--- src/rtl/sfd_pkg.sv ---
// Shared constants for the sinc/half-band decimator.
// Assumes: half-band taps sum to 2^HB_NORM so a constant passes with unit gain.
package sfd_pkg;
    localparam int CIC_ORDER = 7;
    localparam int HB_LEN    = 7;
    localparam int HB_NORM   = 5;

    // Tap value of the symmetric half-band kernel at position idx.
    function automatic int hb_tap(input int idx);
        case (idx)
            0, 6:    return -1;
            2, 4:    return 9;
            3:       return 16;
            default: return 0;
        endcase
    endfunction

    // Number of leading output words whose span reaches before a restart.
    function automatic int settle_words(input int r1);
        return (25 * r1 - 7) / (4 * r1);
    endfunction
endpackage

--- src/rtl/sfd_cic.sv ---
// Seventh-order integrator/comb decimator, ratio RATIO (a power of two).
// Integrators update combinationally in one chain per accepted sample, so the
// decimation phase matches the plain convolution definition exactly.
// Assumes: ACC_W >= IN_W + ORDER*log2(RATIO); wraparound arithmetic is intended.
module sfd_cic #(
    parameter int IN_W  = 4,
    parameter int RATIO = 8,
    parameter int ORDER = 7,
    parameter int ACC_W = IN_W + ORDER * $clog2(RATIO)
) (
    input  logic                    clk,
    input  logic                    rst_n,
    input  logic                    restart,
    input  logic                    in_valid,
    input  logic signed [IN_W-1:0]  in_data,
    output logic                    out_stb,
    output logic signed [ACC_W-1:0] out_data
);
    localparam int PH_W = $clog2(RATIO);

    logic                    clr;
    logic signed [ACC_W-1:0] x_ext;
    logic [PH_W-1:0]         ph_q;
    logic                    dump;

    assign clr   = !rst_n || restart;
    assign x_ext = ACC_W'(in_data);
    assign dump  = in_valid && (ph_q == PH_W'(RATIO - 1));

    // Integrator cascade: each stage adds the freshly updated stage before it.
    for (genvar j = 0; j < ORDER; j++) begin : g_int
        logic signed [ACC_W-1:0] acc_q;
        logic signed [ACC_W-1:0] acc_d;
        if (j == 0) begin : g_first
            assign acc_d = acc_q + x_ext;
        end else begin : g_next
            assign acc_d = acc_q + g_int[j-1].acc_d;
        end
        // Hold the running sum, advancing only on accepted samples.
        always_ff @(posedge clk) begin
            if (clr)           acc_q <= '0;
            else if (in_valid) acc_q <= acc_d;
        end
    end

    // Count accepted samples within one decimation group.
    always_ff @(posedge clk) begin
        if (clr)           ph_q <= '0;
        else if (in_valid) ph_q <= ph_q + 1'b1;
    end

    // Comb cascade at the decimated rate.
    for (genvar j = 0; j < ORDER; j++) begin : g_cmb
        logic signed [ACC_W-1:0] src;
        logic signed [ACC_W-1:0] hist_q;
        logic signed [ACC_W-1:0] diff;
        if (j == 0) begin : g_first
            assign src = g_int[ORDER-1].acc_d;
        end else begin : g_next
            assign src = g_cmb[j-1].diff;
        end
        assign diff = src - hist_q;
        // Remember the previous decimated value of this comb's input.
        always_ff @(posedge clk) begin
            if (clr)       hist_q <= '0;
            else if (dump) hist_q <= src;
        end
    end

    // Register the decimated result and its strobe.
    always_ff @(posedge clk) begin
        if (clr) begin
            out_stb  <= 1'b0;
            out_data <= '0;
        end else begin
            out_stb <= dump;
            if (dump) out_data <= g_cmb[ORDER-1].diff;
        end
    end

    // a decimated result only follows an accepted sample.
    a_r1_cic_after_sample: assert property (@(posedge clk) disable iff (!rst_n)
        out_stb |-> $past(in_valid));
    // the first stage never strobes twice in a row.
    a_r9_cic_spaced: assert property (@(posedge clk) disable iff (!rst_n)
        out_stb |=> !out_stb);
    // an idle cycle leaves the group position untouched.
    a_r8_cic_idle_hold: assert property (@(posedge clk) disable iff (!rst_n)
        (!in_valid && !restart) |=> $stable(ph_q));
endmodule

--- src/rtl/sfd_hb.sv ---
// Decimate-by-two half-band FIR with fixed symmetric taps from sfd_pkg.
// Computes only on odd-indexed inputs; symmetric pairs are pre-added.
// Assumes: OUT_W is wide enough for the worst-case gain of the taps (36/32).
module sfd_hb #(
    parameter int IN_W  = 25,
    parameter int OUT_W = 26
) (
    input  logic                    clk,
    input  logic                    rst_n,
    input  logic                    restart,
    input  logic                    in_stb,
    input  logic signed [IN_W-1:0]  in_data,
    output logic                    out_stb,
    output logic signed [OUT_W-1:0] out_data
);
    import sfd_pkg::*;

    localparam int AW   = IN_W + 7;
    localparam int HALF = HB_LEN / 2;
    localparam logic signed [AW-1:0] OUT_HI = AW'((longint'(1) <<< (OUT_W - 1)) - 1);
    localparam logic signed [AW-1:0] OUT_LO = ~OUT_HI;

    logic                    clr;
    logic signed [IN_W-1:0]  dly_q [HB_LEN-1];
    logic signed [IN_W-1:0]  win   [HB_LEN];
    logic signed [AW-1:0]    term  [HALF+1];
    logic signed [AW-1:0]    acc;
    logic signed [AW-1:0]    rnd;
    logic                    odd_q;
    logic                    fire;

    assign clr  = !rst_n || restart;
    assign fire = in_stb && odd_q;

    // Window: newest sample first, then the delay line.
    assign win[0] = in_data;
    for (genvar j = 1; j < HB_LEN; j++) begin : g_win
        assign win[j] = dly_q[j-1];
    end

    // Symmetric pair products; zero taps produce no logic.
    for (genvar p = 0; p < HALF; p++) begin : g_pair
        localparam logic signed [AW-1:0] CF = AW'(hb_tap(p));
        if (hb_tap(p) != 0) begin : g_nz
            assign term[p] = (AW'(win[p]) + AW'(win[HB_LEN-1-p])) * CF;
        end else begin : g_z
            assign term[p] = '0;
        end
    end
    localparam logic signed [AW-1:0] CF_MID = AW'(hb_tap(HALF));
    assign term[HALF] = AW'(win[HALF]) * CF_MID;

    // Sum the pair products.
    always_comb begin
        acc = '0;
        for (int k = 0; k <= HALF; k++) acc = acc + term[k];
    end

    assign rnd = (acc + AW'(1 << (HB_NORM - 1))) >>> HB_NORM;

    // Shift the delay line on every input.
    always_ff @(posedge clk) begin
        if (clr) begin
            for (int i = 0; i < HB_LEN - 1; i++) dly_q[i] <= '0;
        end else if (in_stb) begin
            dly_q[0] <= in_data;
            for (int i = 1; i < HB_LEN - 1; i++) dly_q[i] <= dly_q[i-1];
        end
    end

    // Track whether the next input has an odd index.
    always_ff @(posedge clk) begin
        if (clr)         odd_q <= 1'b0;
        else if (in_stb) odd_q <= !odd_q;
    end

    // Register one output per two inputs.
    always_ff @(posedge clk) begin
        if (clr) begin
            out_stb  <= 1'b0;
            out_data <= '0;
        end else begin
            out_stb <= fire;
            if (fire) out_data <= OUT_W'(rnd);
        end
    end

    // the rounded sum always fits the output width.
    a_r3_hb_no_overflow: assert property (@(posedge clk) disable iff (!rst_n)
        fire |-> (rnd <= OUT_HI && rnd >= OUT_LO));
    // each output follows an input by exactly one cycle.
    a_r3_hb_after_input: assert property (@(posedge clk) disable iff (!rst_n)
        out_stb |-> $past(in_stb));
    // outputs are never back to back.
    a_r9_hb_spaced: assert property (@(posedge clk) disable iff (!rst_n)
        out_stb |=> !out_stb);
endmodule

--- src/rtl/sfd_out.sv ---
// Output stage: aligns the filtered value to OUT_W bits (shift left, or
// round-half-up shift right), clips to the two's complement range and holds
// back the first SETTLE words after a reset or restart.
// Assumes: SRC_W is the first-stage width that sets the unit scale of in_data.
module sfd_out #(
    parameter int IN_W    = 26,
    parameter int SRC_W   = 25,
    parameter int OUT_W   = 24,
    parameter int GAIN_SH = 0,
    parameter int SETTLE  = 6
) (
    input  logic                   clk,
    input  logic                   rst_n,
    input  logic                   restart,
    input  logic                   in_stb,
    input  logic signed [IN_W-1:0] in_data,
    output logic                   word_stb,
    output logic [OUT_W-1:0]       word_data
);
    localparam int SH = OUT_W - SRC_W + GAIN_SH;
    localparam int XW = (SH > 0) ? IN_W + SH + 1 : IN_W + 1;
    localparam int CW = $clog2(SETTLE + 1);
    localparam logic signed [XW-1:0]    HI   = XW'((longint'(1) <<< (OUT_W - 1)) - 1);
    localparam logic signed [XW-1:0]    LO   = ~HI;
    localparam logic signed [OUT_W-1:0] HI_O = OUT_W'((longint'(1) <<< (OUT_W - 1)) - 1);
    localparam logic signed [OUT_W-1:0] LO_O = ~HI_O;

    logic                    clr;
    logic signed [XW-1:0]    ext;
    logic signed [XW-1:0]    scaled;
    logic signed [OUT_W-1:0] sat_v;
    logic [CW-1:0]           seen_q;
    logic                    ready;

    assign clr   = !rst_n || restart;
    assign ext   = XW'(in_data);
    assign ready = (seen_q == CW'(SETTLE));

    if (SH >= 0) begin : g_up
        assign scaled = ext <<< SH;
    end else begin : g_dn
        assign scaled = (ext + XW'(longint'(1) <<< (-SH - 1))) >>> (-SH);
    end

    assign sat_v = (scaled > HI) ? HI_O :
                   (scaled < LO) ? LO_O : scaled[OUT_W-1:0];

    // Count words that still carry pre-restart history.
    always_ff @(posedge clk) begin
        if (clr)                  seen_q <= '0;
        else if (in_stb && !ready) seen_q <= seen_q + 1'b1;
    end

    // Publish settled words with a one-cycle strobe.
    always_ff @(posedge clk) begin
        if (clr) begin
            word_stb  <= 1'b0;
            word_data <= '0;
        end else begin
            word_stb <= in_stb && ready;
            if (in_stb && ready) word_data <= sat_v;
        end
    end

    // nothing leaves while the settling count is still running.
    a_r6_withheld: assert property (@(posedge clk) disable iff (!rst_n)
        (!ready && !restart) |=> !word_stb);
endmodule

--- src/rtl/sfd_decim.sv ---
// Top: sinc decimator by DECIM/4, then two half-band decimate-by-two stages,
// then alignment, clipping and settling suppression.
// Assumes: DECIM is 8, 16 or 32; restart and rst_n are both synchronous.
module sfd_decim #(
    parameter int DECIM   = 32,
    parameter int IN_W    = 4,
    parameter int OUT_W   = 24,
    parameter int GAIN_SH = 0
) (
    input  logic                   clk,
    input  logic                   rst_n,
    input  logic                   restart,
    input  logic                   mod_valid,
    input  logic signed [IN_W-1:0] mod_data,
    output logic                   word_stb,
    output logic [OUT_W-1:0]       word_data
);
    import sfd_pkg::*;

    localparam int R1     = DECIM / 4;
    localparam int CIC_W  = IN_W + CIC_ORDER * $clog2(R1);
    localparam int HB_W   = CIC_W + 1;
    localparam int SETTLE = settle_words(R1);

    logic                    s1_stb;
    logic signed [CIC_W-1:0] s1_data;
    logic                    s2_stb;
    logic signed [HB_W-1:0]  s2_data;
    logic                    s3_stb;
    logic signed [HB_W-1:0]  s3_data;

    sfd_cic #(.IN_W(IN_W), .RATIO(R1), .ORDER(CIC_ORDER), .ACC_W(CIC_W)) u_cic (
        .clk(clk), .rst_n(rst_n), .restart(restart),
        .in_valid(mod_valid), .in_data(mod_data),
        .out_stb(s1_stb), .out_data(s1_data)
    );

    sfd_hb #(.IN_W(CIC_W), .OUT_W(HB_W)) u_hb1 (
        .clk(clk), .rst_n(rst_n), .restart(restart),
        .in_stb(s1_stb), .in_data(s1_data),
        .out_stb(s2_stb), .out_data(s2_data)
    );

    sfd_hb #(.IN_W(HB_W), .OUT_W(HB_W)) u_hb2 (
        .clk(clk), .rst_n(rst_n), .restart(restart),
        .in_stb(s2_stb), .in_data(s2_data),
        .out_stb(s3_stb), .out_data(s3_data)
    );

    sfd_out #(.IN_W(HB_W), .SRC_W(CIC_W), .OUT_W(OUT_W),
              .GAIN_SH(GAIN_SH), .SETTLE(SETTLE)) u_out (
        .clk(clk), .rst_n(rst_n), .restart(restart),
        .in_stb(s3_stb), .in_data(s3_data),
        .word_stb(word_stb), .word_data(word_data)
    );

    // a restart silences the output in the following cycle.
    a_r7_restart_quiet: assert property (@(posedge clk) disable iff (!rst_n)
        restart |=> !word_stb);
    // single-cycle word strobes.
    a_r9_word_single: assert property (@(posedge clk) disable iff (!rst_n)
        word_stb |=> !word_stb);
    // a word is always preceded by a final-stage result.
    a_r1_word_after_stage: assert property (@(posedge clk) disable iff (!rst_n)
        word_stb |-> $past(s3_stb));
endmodule

--- config.mk ---
export PLATFORM = sky130hd
export DESIGN_NAME = sfd_decim
export DESIGN_NICKNAME = d
export VERILOG_FILES = /design/src/rtl/sfd_pkg.sv /design/src/rtl/sfd_cic.sv /design/src/rtl/sfd_hb.sv /design/src/rtl/sfd_out.sv /design/src/rtl/sfd_decim.sv
export SDC_FILE = /design/constraint.sdc
export NUM_CORES = 2
export LEC_CHECK = 0
export ABC_CLOCK_PERIOD_IN_PS = 13600
export BUFFER_PORTS_ARGS = -buffer_cell sky130_fd_sc_hd__buf_4
export CORE_MARGIN = 2
export CORE_UTILIZATION = 59
export DETAILED_ROUTE_END_ITERATION = 10
export GPL_TIMING_DRIVEN = 0
export HOLD_SLACK_MARGIN = 0.05
export PLACE_DENSITY = 0.78
export SLEW_MARGIN = 20
export SYNTH_ARGS = -nofsm -noshare
export SYNTH_HDL_FRONTEND = slang
export SYNTH_HIERARCHICAL = 1
export SYNTH_SLANG_ARGS = --single-unit
--- constraint.sdc ---
create_clock -name clk -period 13.6 [get_ports clk]
set_input_delay 0.68 -clock clk [delete_from_list [all_inputs] [get_ports clk]]
set_output_delay 0.68 -clock clk [all_outputs]
set_load 0.02 [all_outputs]
==> reports/qor.csv <==
stage,metric,value,unit
final_layout,share of cells above drive strength 1,15.4,%
logic_synthesis,Synth Instances,6351,
final_layout,"commonest non-fill, non-tap cells in the layout","inv_1, nand2_1, ha_1",
worst_setup_path,Worst Reg-to-Reg Cells,76,
route,via count,49800,
final_layout,Area Overhead vs Synth,19.1,%
worst_setup_path,Worst Setup EP,u_cic/out_data[24],
run,Max-Cap Viols,0,
floorplan,IO Count,33,
route,vias per cell,6.16,
worst_setup_path,critical path class,reg2reg,
logic_synthesis,register area share after synthesis,32.9,%
clocking,Clock Tree Buf Depth,3,
logic_synthesis,Synth Net Count,7146,
floorplan,Core Region,94600,um2
worst_setup_path,slowest CP cell,a2111oi_4,
sta,Final Hold Violating Endpoints,0,
sta,Tcrit/Tclk final,120,%
floorplan,Die ar.,97500,um2
route,Starting DRT DRC Count,5172,
global_routing,largest net degree at the start of global routing,53,
global_routing,met1 Track Usage GR,35.8,%
sta,setup violators final,24,
worst_setup_path,Critical Path Source,u_cic/g_int[0].acc_q[0],
placement,GP Congestion,0.902,
logic_synthesis,Yosys reg bits,769,
worst_setup_path,r2r endpoint,u_cic/out_data[24],
clocking,CTS Buf Count,86,
route,final WL,167000,um
final_layout,Layout Nets,7544,
sta,min Tclk post-route,16.36,ns
route,First-pass DRT Iterations,7,
global_routing,met3 Use GR,3.45,%
clocking,clk_lat worst skew,0.69,ns
sta,Slew HR,12.1,%
clocking,CTS tree,done,
clocking,"CTS clk-pin slew, worst paths",0.06,ns
worst_setup_path,reg-to-reg setup timing slack,-2.76,ns
sta,post-route setup slack,-2.76,ns
logic_synthesis,synth warn,6,
sta,max-slew violations,0,
sta,Worst Tran Pin Value,1.32,ns
worst_setup_path,CP Capture Type,register,
global_routing,met2 usage,48.1,%
worst_setup_path,CP Max Fanout,6,
worst_setup_path,Critical Path Stages,76,
logic_synthesis,Netlist cell types,106,
worst_setup_path,crit-path max cell delay,0.57,ns
worst_setup_path,Worst setup SP type,register,
global_routing,total grt overflow,0,
placement,hpwl dp,100000,um
floorplan,Core Rows,113,
floorplan,Initial Util,59.3,%
clocking,CTS H-tree depth,3,
logic_synthesis,Async SR Flop Fraction,0,%
worst_setup_path,CP most frequent cell,ha_4,
worst_setup_path,Worst Path Required,14.12,ns
floorplan,Die Ht,312,um
placement,Port-buffer cells,32,
global_routing,GRT busiest layer,met2,
worst_setup_path,"Arr. time, crit path",16.88,ns
final_layout,"commonest non-fill, non-tap cell in the layout",inv_1,
global_routing,Tot GR Track Use,28.0,%
worst_setup_path,CP bufs+invs,4,
logic_synthesis,Post-synth EDFFs,306,
global_routing,initial antenna violation count,2,
hold_path,min-delay worst type,in2reg,
outcome,violated checks,negative setup slack,
logic_synthesis,Synth Flop Type,dfxtp_1,
route,DRC,0,
clocking,CTS sink cnt,769,
global_routing,first-pass GRT wire length,226000,um
logic_synthesis,Mapped Area,56100,um2
route,Antenna Nets Post-Route,0,
worst_setup_path,cell family with most CP delay,compound AO/OA/AOI/OAI gates,
worst_setup_path,worst r2r src,u_cic/g_int[0].acc_q[0],
sta,Layout Skew,0.0572,ns
logic_synthesis,syn_area_per_cell,8.83,um2
floorplan,DIE WIDTH,312,um
route,Routed WL per cell,20.7,um
sta,RSZ-0062 raised after global routing,true,
clocking,CTS Root Cell,clkbuf_16,
outcome,status,"complete, but fails checks",
final_layout,Final Util,70.6,%
sta,Highest Clock Rate,61.1,MHz
global_routing,vias in the first global route,45900,
-- registers in the layout (all words and copies together), names as in the netlist, 3 cells and up --
signal,cells
u_out/word_data,24
u_out/seen_q,3
u_hb1/out_data,26
u_hb2/out_data,26
u_cic/out_data,25
u_cic/ph_q,3
u_hb1/dly_q,150
u_cic/g_int.acc_q,175
u_cic/g_cmb.hist_q,175
u_hb2/dly_q,156
-- worst min path at each step --
stage	from	slack, ns	cells past startpoint	end
3_3_place_gp	u_cic/g_cmb[1].hist_q[17]	0.44	2	u_cic/g_cmb[1].hist_q[17]
3_5_place_dp	u_cic/out_data[23]	0.44	2	u_cic/out_data[23]
2_1_floorplan	u_cic/out_data[23]	0.43	2	u_cic/out_data[23]
6_report	rst_n	0.40	3	u_out/word_data[23]
5_1_grt	rst_n	0.41	3	u_out/seen_q[1]
4_1_cts	rst_n	0.37	3	u_out/seen_q[1]
-- final cells by class --
| class | instances | area (um2) |
|---|---|---|
| Antenna cell | 1 | 2.50 |
| Buffer | 195 | 762 |
| Clock buffer | 121 | 2540 |
| Clock inverter | 32 | 334 |
| Fill cell | 6408 | 27800 |
| Inverter | 847 | 3180 |
| Multi-Input combinational cell | 4537 | 37400 |
| Sequential cell | 769 | 18500 |
| Tap cell | 1265 | 1580 |
| Timing Repair Buffer | 313 | 2520 |
-- cell families (layout without fill, tap and decap cells) --
kind of cell	count (synthesis)	count (layout)	share of synthesized area (%)
compound gates	1332	1332	15.5
xor+xnor	371	371	5.87
fa+ha+maj	787	787	19.8
buf+inv	1045	1508	7.05
flops	769	769	32.9
mux	142	142	2.54
other cells	0	1	0
simple gates	1905	1905	16.3
-- worst min-delay path: stages --
cell and delay [ns]:
buf_4 0.13, nand2b_1 0.14, a21oi_1 0.05
-- synth_stat cells (26+ instances only) --
cell	count	area, um2
inv_1	843	3160
ha_1	622	7780
nand2_1	553	2080
a21oi_1	493	2470
nor2_1	464	1740
dfxtp_1	463	9270
edfxtp_1	306	9190
and2_1	292	1830
xnor2_1	289	2530
o21ai_0	190	951
fa_1	165	3300
nor3_1	162	811
clkbuf_1	157	589
mux2i_1	141	1410
nand3_1	122	611
a21o_1	114	856
a211oi_1	90	676
xor2_1	78	683
o21bai_1	63	473
o21a_1	53	398
or3_1	48	300
nor2b_1	47	294
and3_1	46	288
nand2b_1	45	282
a21boi_0	43	323
buf_1	33	124
nand4_1	29	181
o31ai_1	29	218
a31oi_1	27	169
or2_2	26	163
-- timing repair --
| action | 4_1_cts | 5_1_grt |
|---|---|---|
| hold buffers | 0 | 0 |
| pin swaps | 188 | 226 |
| gates resized for setup | 275 | 368 |
| setup endpoints to repair | 23 | 27 |
| buffers inserted | 153 | 122 |
-- per-layer routing --
layer	routed length (um)	vias to the layer above	share of wire, %
li1	-	22500	-
met1	63200	23600	38
met2	77700	2660	47
met3	14000	1004	8.4
met4	12100	0	7.3
met5	0	-	0
-- through the flow --
step                hold slack, ns  setup TNS, ns  setup slack, ns  cell area [um2]  cells
floorplan                    0.425         -0.718           -0.663            56300   6351
global placement             0.438         -21.71            -2.54            58100   7648
detailed placement           0.442         -27.79            -2.78            58300   7654
CTS                          0.374          -4.00            -1.11            63700   7958
global route                 0.415         -33.15            -3.10            66800   8080
finish                       0.400         -26.29            -2.76            66800   8080
Power is not shown: default switching activity piles up to over one toggle a cycle in this logic, so the estimate is an artifact.
